==> config.mk <==
export PLATFORM = sky130hd
export DESIGN_NAME = swd_switch_seq
export DESIGN_NICKNAME = d
export VERILOG_FILES = /design/src/rtl/swd_seq_pkg.sv /design/src/rtl/swd_bit_timer.sv /design/src/rtl/swd_seq_ctrl.sv /design/src/rtl/swd_line_mux.sv /design/src/rtl/swd_switch_seq.sv
export SDC_FILE = /design/constraint.sdc
export NUM_CORES = 1
export LEC_CHECK = 0
export BUFFER_PORTS_ARGS = -buffer_cell sky130_fd_sc_hd__clkbuf_2
export CAP_MARGIN = 20
export CORE_MARGIN = 2
export CORE_UTILIZATION = 50
export CTS_CLUSTER_DIAMETER = 150
export DETAILED_ROUTE_END_ITERATION = 16
export PLACE_DENSITY = 0.8
export REMOVE_ABC_BUFFERS = 1
export SLEW_MARGIN = 20
export SYNTH_ARGS = -nofsm -noshare
export SYNTH_HDL_FRONTEND = slang
export SYNTH_HIERARCHICAL = 1
export SYNTH_SLANG_ARGS = --single-unit
==> constraint.sdc <==
create_clock -name clk_i -period 1.8 [get_ports clk_i]
set_input_delay 0.18 -clock clk_i [delete_from_list [all_inputs] [get_ports clk_i]]
set_output_delay 0.18 -clock clk_i [all_outputs]
set_load 0.01 [all_outputs]
==> src/rtl/swd_seq_pkg.sv <==
package swd_seq_pkg;
  typedef enum logic [2:0] {
    PH_IDLE,
    PH_HIGH1,
    PH_CODE,
    PH_HIGH3,
    PH_LOW
  } phase_e;

  localparam logic [15:0] SWITCH_CODE = 16'h79E7;
  localparam int CODE_BITS = 16;
endpackage

==> src/rtl/swd_bit_timer.sv <==
module swd_bit_timer #(
  parameter int HALF_CYC = 2
) (
  input  logic clk_i,
  input  logic rst_ni,
  input  logic run_i,
  output logic sclk_o,
  output logic bit_end_o
);
  localparam int PERIOD = 2 * HALF_CYC;
  localparam int CW = $clog2(PERIOD);

  logic [CW-1:0] cnt_q;

  always_ff @(posedge clk_i or negedge rst_ni) begin
    if (!rst_ni)                      cnt_q <= '0;
    else if (!run_i)                  cnt_q <= '0;
    else if (cnt_q == CW'(PERIOD-1))  cnt_q <= '0;
    else                              cnt_q <= cnt_q + 1'b1;
  end

  // low half first gives the data its setup time
  assign sclk_o    = run_i && (cnt_q >= CW'(HALF_CYC));
  assign bit_end_o = run_i && (cnt_q == CW'(PERIOD-1));
endmodule

==> src/rtl/swd_seq_ctrl.sv <==
module swd_seq_ctrl
  import swd_seq_pkg::*;
#(
  parameter int HIGH1_BITS = 56,
  parameter int HIGH3_BITS = 56,
  parameter int LOW_BITS   = 4
) (
  input  logic clk_i,
  input  logic rst_ni,
  input  logic start_i,
  input  logic bit_end_i,
  output logic busy_o,
  output logic done_o,
  output logic data_o
);
  localparam int MAX_A = (HIGH1_BITS > HIGH3_BITS) ? HIGH1_BITS : HIGH3_BITS;
  localparam int MAX_B = (LOW_BITS > CODE_BITS) ? LOW_BITS : CODE_BITS;
  localparam int MAXN  = (MAX_A > MAX_B) ? MAX_A : MAX_B;
  localparam int IW    = $clog2(MAXN + 1);

  phase_e        phase_q;
  logic [IW-1:0] idx_q;
  logic [IW-1:0] last_idx;
  logic [3:0]    code_sel;
  logic          done_q;

  always_comb begin
    unique case (phase_q)
      PH_HIGH1: last_idx = IW'(HIGH1_BITS - 1);
      PH_CODE:  last_idx = IW'(CODE_BITS - 1);
      PH_HIGH3: last_idx = IW'(HIGH3_BITS - 1);
      PH_LOW:   last_idx = IW'(LOW_BITS - 1);
      default:  last_idx = '0;
    endcase
  end

  always_ff @(posedge clk_i or negedge rst_ni) begin
    if (!rst_ni) begin
      phase_q <= PH_IDLE;
      idx_q   <= '0;
      done_q  <= 1'b0;
    end else begin
      done_q <= 1'b0;
      if (phase_q == PH_IDLE) begin
        if (start_i) begin
          phase_q <= PH_HIGH1;
          idx_q   <= '0;
        end
      end else if (bit_end_i) begin
        if (idx_q == last_idx) begin
          idx_q <= '0;
          unique case (phase_q)
            PH_HIGH1: phase_q <= PH_CODE;
            PH_CODE:  phase_q <= PH_HIGH3;
            PH_HIGH3: phase_q <= PH_LOW;
            default: begin
              phase_q <= PH_IDLE;
              done_q  <= 1'b1;
            end
          endcase
        end else begin
          idx_q <= idx_q + 1'b1;
        end
      end
    end
  end

  assign code_sel = 4'd15 - idx_q[3:0];

  always_comb begin
    unique case (phase_q)
      PH_CODE: data_o = SWITCH_CODE[code_sel];
      PH_LOW:  data_o = 1'b0;
      default: data_o = 1'b1;
    endcase
  end

  assign busy_o = (phase_q != PH_IDLE);
  assign done_o = done_q;
endmodule

==> src/rtl/swd_line_mux.sv <==
module swd_line_mux (
  input  logic sel_seq_i,
  input  logic seq_clk_i,
  input  logic seq_dio_i,
  input  logic eng_clk_i,
  input  logic eng_dio_i,
  input  logic eng_oe_i,
  output logic clk_o,
  output logic dio_o,
  output logic oe_o
);
  assign clk_o = sel_seq_i ? seq_clk_i : eng_clk_i;
  assign dio_o = sel_seq_i ? seq_dio_i : eng_dio_i;
  assign oe_o  = sel_seq_i ? 1'b1      : eng_oe_i;
endmodule

==> src/rtl/swd_switch_seq.sv <==
module swd_switch_seq #(
  parameter int HIGH1_BITS = 56,
  parameter int HIGH3_BITS = 56,
  parameter int LOW_BITS   = 4,
  parameter int HALF_CYC   = 2
) (
  input  logic clk_i,
  input  logic rst_ni,
  input  logic start_i,
  output logic busy_o,
  output logic done_o,
  input  logic eng_swclk_i,
  input  logic eng_swdio_i,
  input  logic eng_swdio_oe_i,
  output logic swclk_o,
  output logic swdio_o,
  output logic swdio_oe_o
);
  if (HIGH1_BITS <= 50) begin : g_bad_h1
    $error("HIGH1_BITS must exceed 50");
  end
  if (HIGH3_BITS <= 50) begin : g_bad_h3
    $error("HIGH3_BITS must exceed 50");
  end
  if (LOW_BITS <= 2) begin : g_bad_lo
    $error("LOW_BITS must exceed 2");
  end
  if (HALF_CYC < 1) begin : g_bad_half
    $error("HALF_CYC must be at least 1");
  end

  logic busy, bit_end, seq_clk, seq_dio;

  swd_seq_ctrl #(
    .HIGH1_BITS(HIGH1_BITS),
    .HIGH3_BITS(HIGH3_BITS),
    .LOW_BITS  (LOW_BITS)
  ) u_ctrl (
    .clk_i    (clk_i),
    .rst_ni   (rst_ni),
    .start_i  (start_i),
    .bit_end_i(bit_end),
    .busy_o   (busy),
    .done_o   (done_o),
    .data_o   (seq_dio)
  );

  swd_bit_timer #(.HALF_CYC(HALF_CYC)) u_timer (
    .clk_i    (clk_i),
    .rst_ni   (rst_ni),
    .run_i    (busy),
    .sclk_o   (seq_clk),
    .bit_end_o(bit_end)
  );

  swd_line_mux u_mux (
    .sel_seq_i(busy),
    .seq_clk_i(seq_clk),
    .seq_dio_i(seq_dio),
    .eng_clk_i(eng_swclk_i),
    .eng_dio_i(eng_swdio_i),
    .eng_oe_i (eng_swdio_oe_i),
    .clk_o    (swclk_o),
    .dio_o    (swdio_o),
    .oe_o     (swdio_oe_o)
  );

  assign busy_o = busy;
endmodule

==> metrics.cfg <==
[pwr]
p_int_mw=1.65
clkPwrFrac=0.058
p_per_area_nw_per_um2=2050
power_frac_comb=0.776
vdd_drop_max_mv=1.33
leakagePower_nw=0.658
p_seq_frac=0.166
p_sw_mw=1.20
swShare=0.421

[global_route]
grt_pass1_wl_um=3960
grt_antenna_before_repair=0
grt_usage=0.269
grt-ovfl-total=0
grt_max_degree=13
first_global_vias=870

[cells_and_area]
multi_input_area_um2=649
nFillCells=108
ff_latch_area_um2=303
finish.utilization=0.814
postLayoutCellArea_um2=1390
fin_nets=152
antennaDiodeCount=0
area_delta_synth_final_pct=53.9
layout.cells.non_filler=164
drive_gt1_frac=0.547

[run_status]
outcome=complete, but fails checks
violations=negative setup slack

[logic_synthesis]
synthTopCellsByArea=dfrtp_1, ha_1, xor2_1, nor2_1, mux2_2
synth_top_area_share=0.332
yosysMostFrequentCell=dfrtp_1
yosysUniqueCellTypes=40
async_flop_share=1.00
yosysTopAreaCell=dfrtp_1
postSynthCellCount=94
syn_area_per_cell_um2=9.61
synth_commonest_cells=dfrtp_1, nor2_1, nand2_1, ha_1
syn-cell-area_um2=903
ys.flop_type=dfrtp_1
ys_warn_count=6
synth_edf_count=0
ys_seq_elements=12
ys_seq_area_frac=0.332

[place]
hpwl_um=1530
placedCellCount=144
place_area_um2=1090
numPortBuffers=10
place.gp.congestion=0.935

[clocking]
cts_root_buffer=clkbuf_4
insertion_delay_ns=0.28
tritoncts=built
cts-buffers-inserted=3
htree_levels=1
clk_pin_slew_ns=0.08
cts_buffer_depth=2
cts_sinks=12

[floorplanning]
num_rows=15
core-area_um2=1710
ios=11
die_w_um=46.5
die_area_um2=2160
start_util=0.529
die_y_um=46.5

[timing]
hold_viol_final=0
setup_violations=12
post-route-period-util=1.26
fmax_ghz=0.442
min_period_ns=2.26
finalMaxSlewViolations=0
relSlewSlack=0.730
tightest_slew_ns=0.400
rsz0062_at_grt=yes
fin_skew_ns=0.0105
finalSetupTns_ns=-2.38
setup_slack_ns=-0.462
holdWs_ns=0.315

[worst_setup_path]
criticalPathCategory=reg2out
crit_slowest_cell=dfrtp_1
worstPathCellList=inv_2, ha_4, mux2i_1, a2111oi_2, a21oi_1, or2_4, mux2_4, buf_6
cp_slowest_stage_delay_ns=0.40
crit_fanout=2
arrival_ns=2.08
crit_family=compound AO/OA/AOI/OAI gates
worstSetupStartpointType=register
endpoint_kind=output pin
cp_num_buf_inv=2
cp.required_ns=1.62

[route]
drt_first_iter_violations=17
viasPerCell=5.66
routed_wl_um=2790
wl_per_cell_um=17.0
drc=0
drtAntennaViolNets=0
drt-pass1-iter-count=4
vias=929

[flow_run]
cap_violations=0

[min_path]
hold_class=in2async

-- area by class of cell --
cell class	instances	area share
multi-input cells	72	0.467
repair buffers	47	0.263
flip-flops and latches	12	0.218
well taps	25	0.0225
clock buffers	3	0.0162
inverters	5	0.0135
-- registers in the layout (all words and copies together) (netlist names) --
signal,cells
u_ctrl/idx_q,6
u_timer/cnt_q,2
u_ctrl/done_o,1
u_ctrl/phase_q,3
-- metrics by stage --
stage | power (mW) | worst slack [ns]
floorplan | 1.24 | -0.218
global placement | 1.79 | -0.195
detailed placement | 1.84 | -0.270
CTS | 2.57 | -0.414
global route | 3.01 | -0.545
finish | 2.86 | -0.462
-- kinds of logic after synthesis --
logic type,after synthesis,synth area share
simple gates,38,0.242
compound gates,20,0.193
flops,12,0.332
buf+inv,10,0.0651
mux,5,0.0596
fa+ha+maj,5,0.0693
xor+xnor,4,0.0388
-- worst register-to-register path: stages, from the launching register on --
cell      delay [ns]
dfrtp_2         0.40
buf_6           0.12
buf_4           0.11
or4b_1          0.45
o21ai_2         0.10
a31oi_4         0.15
a221oi_4        0.35
buf_4           0.17
a22o_1          0.12
-- power by group through the flow --
stage / clock network [mW] / logic (mW) / registers, mW
6_report: 0.167 / 2.22 / 0.473
5_1_grt: 0.189 / 2.34 / 0.479
4_1_cts: 0.173 / 1.94 / 0.462
3_5_place_dp: 0 / 1.36 / 0.477
3_3_place_gp: 0 / 1.32 / 0.468
2_1_floorplan: 0 / 0.741 / 0.503
-- what timing repair did --
item | 4_1_cts | 5_1_grt
resized for setup | 25 | 11
setup endpoints to repair | 13 | 14
pin swaps | 9 | 2
setup buffers | 14 | 3
hold endpoints to repair | 12 | 0
hold buffers | 1 | 0
-- path summary, 6_finish.rpt --
kind / startpoint / end / slack [ns] / cells past startpoint
setup reg to reg: u_ctrl/phase_q[2] / u_ctrl/phase_q[0] / -0.22 / 8
setup / recovery: u_ctrl/idx_q[1] / swdio_o / -0.46 / 8
hold reg to reg: u_timer/cnt_q[0] / u_timer/cnt_q[0] / 0.49 / 1
hold / removal: rst_ni / u_ctrl/done_o / 0.31 / 2
max in group asynchronous: rst_ni / u_ctrl/phase_q[2] / 1.23 / 2
min in group clk_i: start_i / u_ctrl/idx_q[2] / 0.46 / 5
-- per-layer routing --
metal / vias to the layer above / wire (um) / share of wire / track usage
li1: 427 / - / - / -
met4: 0 / 63 / 0.023 / 0.0400
met3: 9 / 121 / 0.043 / 0.0706
met1: 466 / 1110 / 0.40 / 0.331
met2: 27 / 1490 / 0.54 / 0.475
met5: - / 0 / 0 / 0
-- layout by cell type, fill, tap and decap left out, types with 2 or more instances in the layout --
cell	instances
a21oi_1	3
buf_4	30
buf_6	8
clkbuf_2	8
clkbuf_4	3
dfrtp_1	10
dfrtp_2	2
ha_1	4
inv_1	2
inv_2	3
mux2_4	3
mux2i_1	2
nand2_1	7
nand4_1	3
nor2_1	8
nor2b_1	2
o21ai_0	3
o31ai_2	2
or2_4	3
xor2_1	4
(Power assumes the default switching activity.)
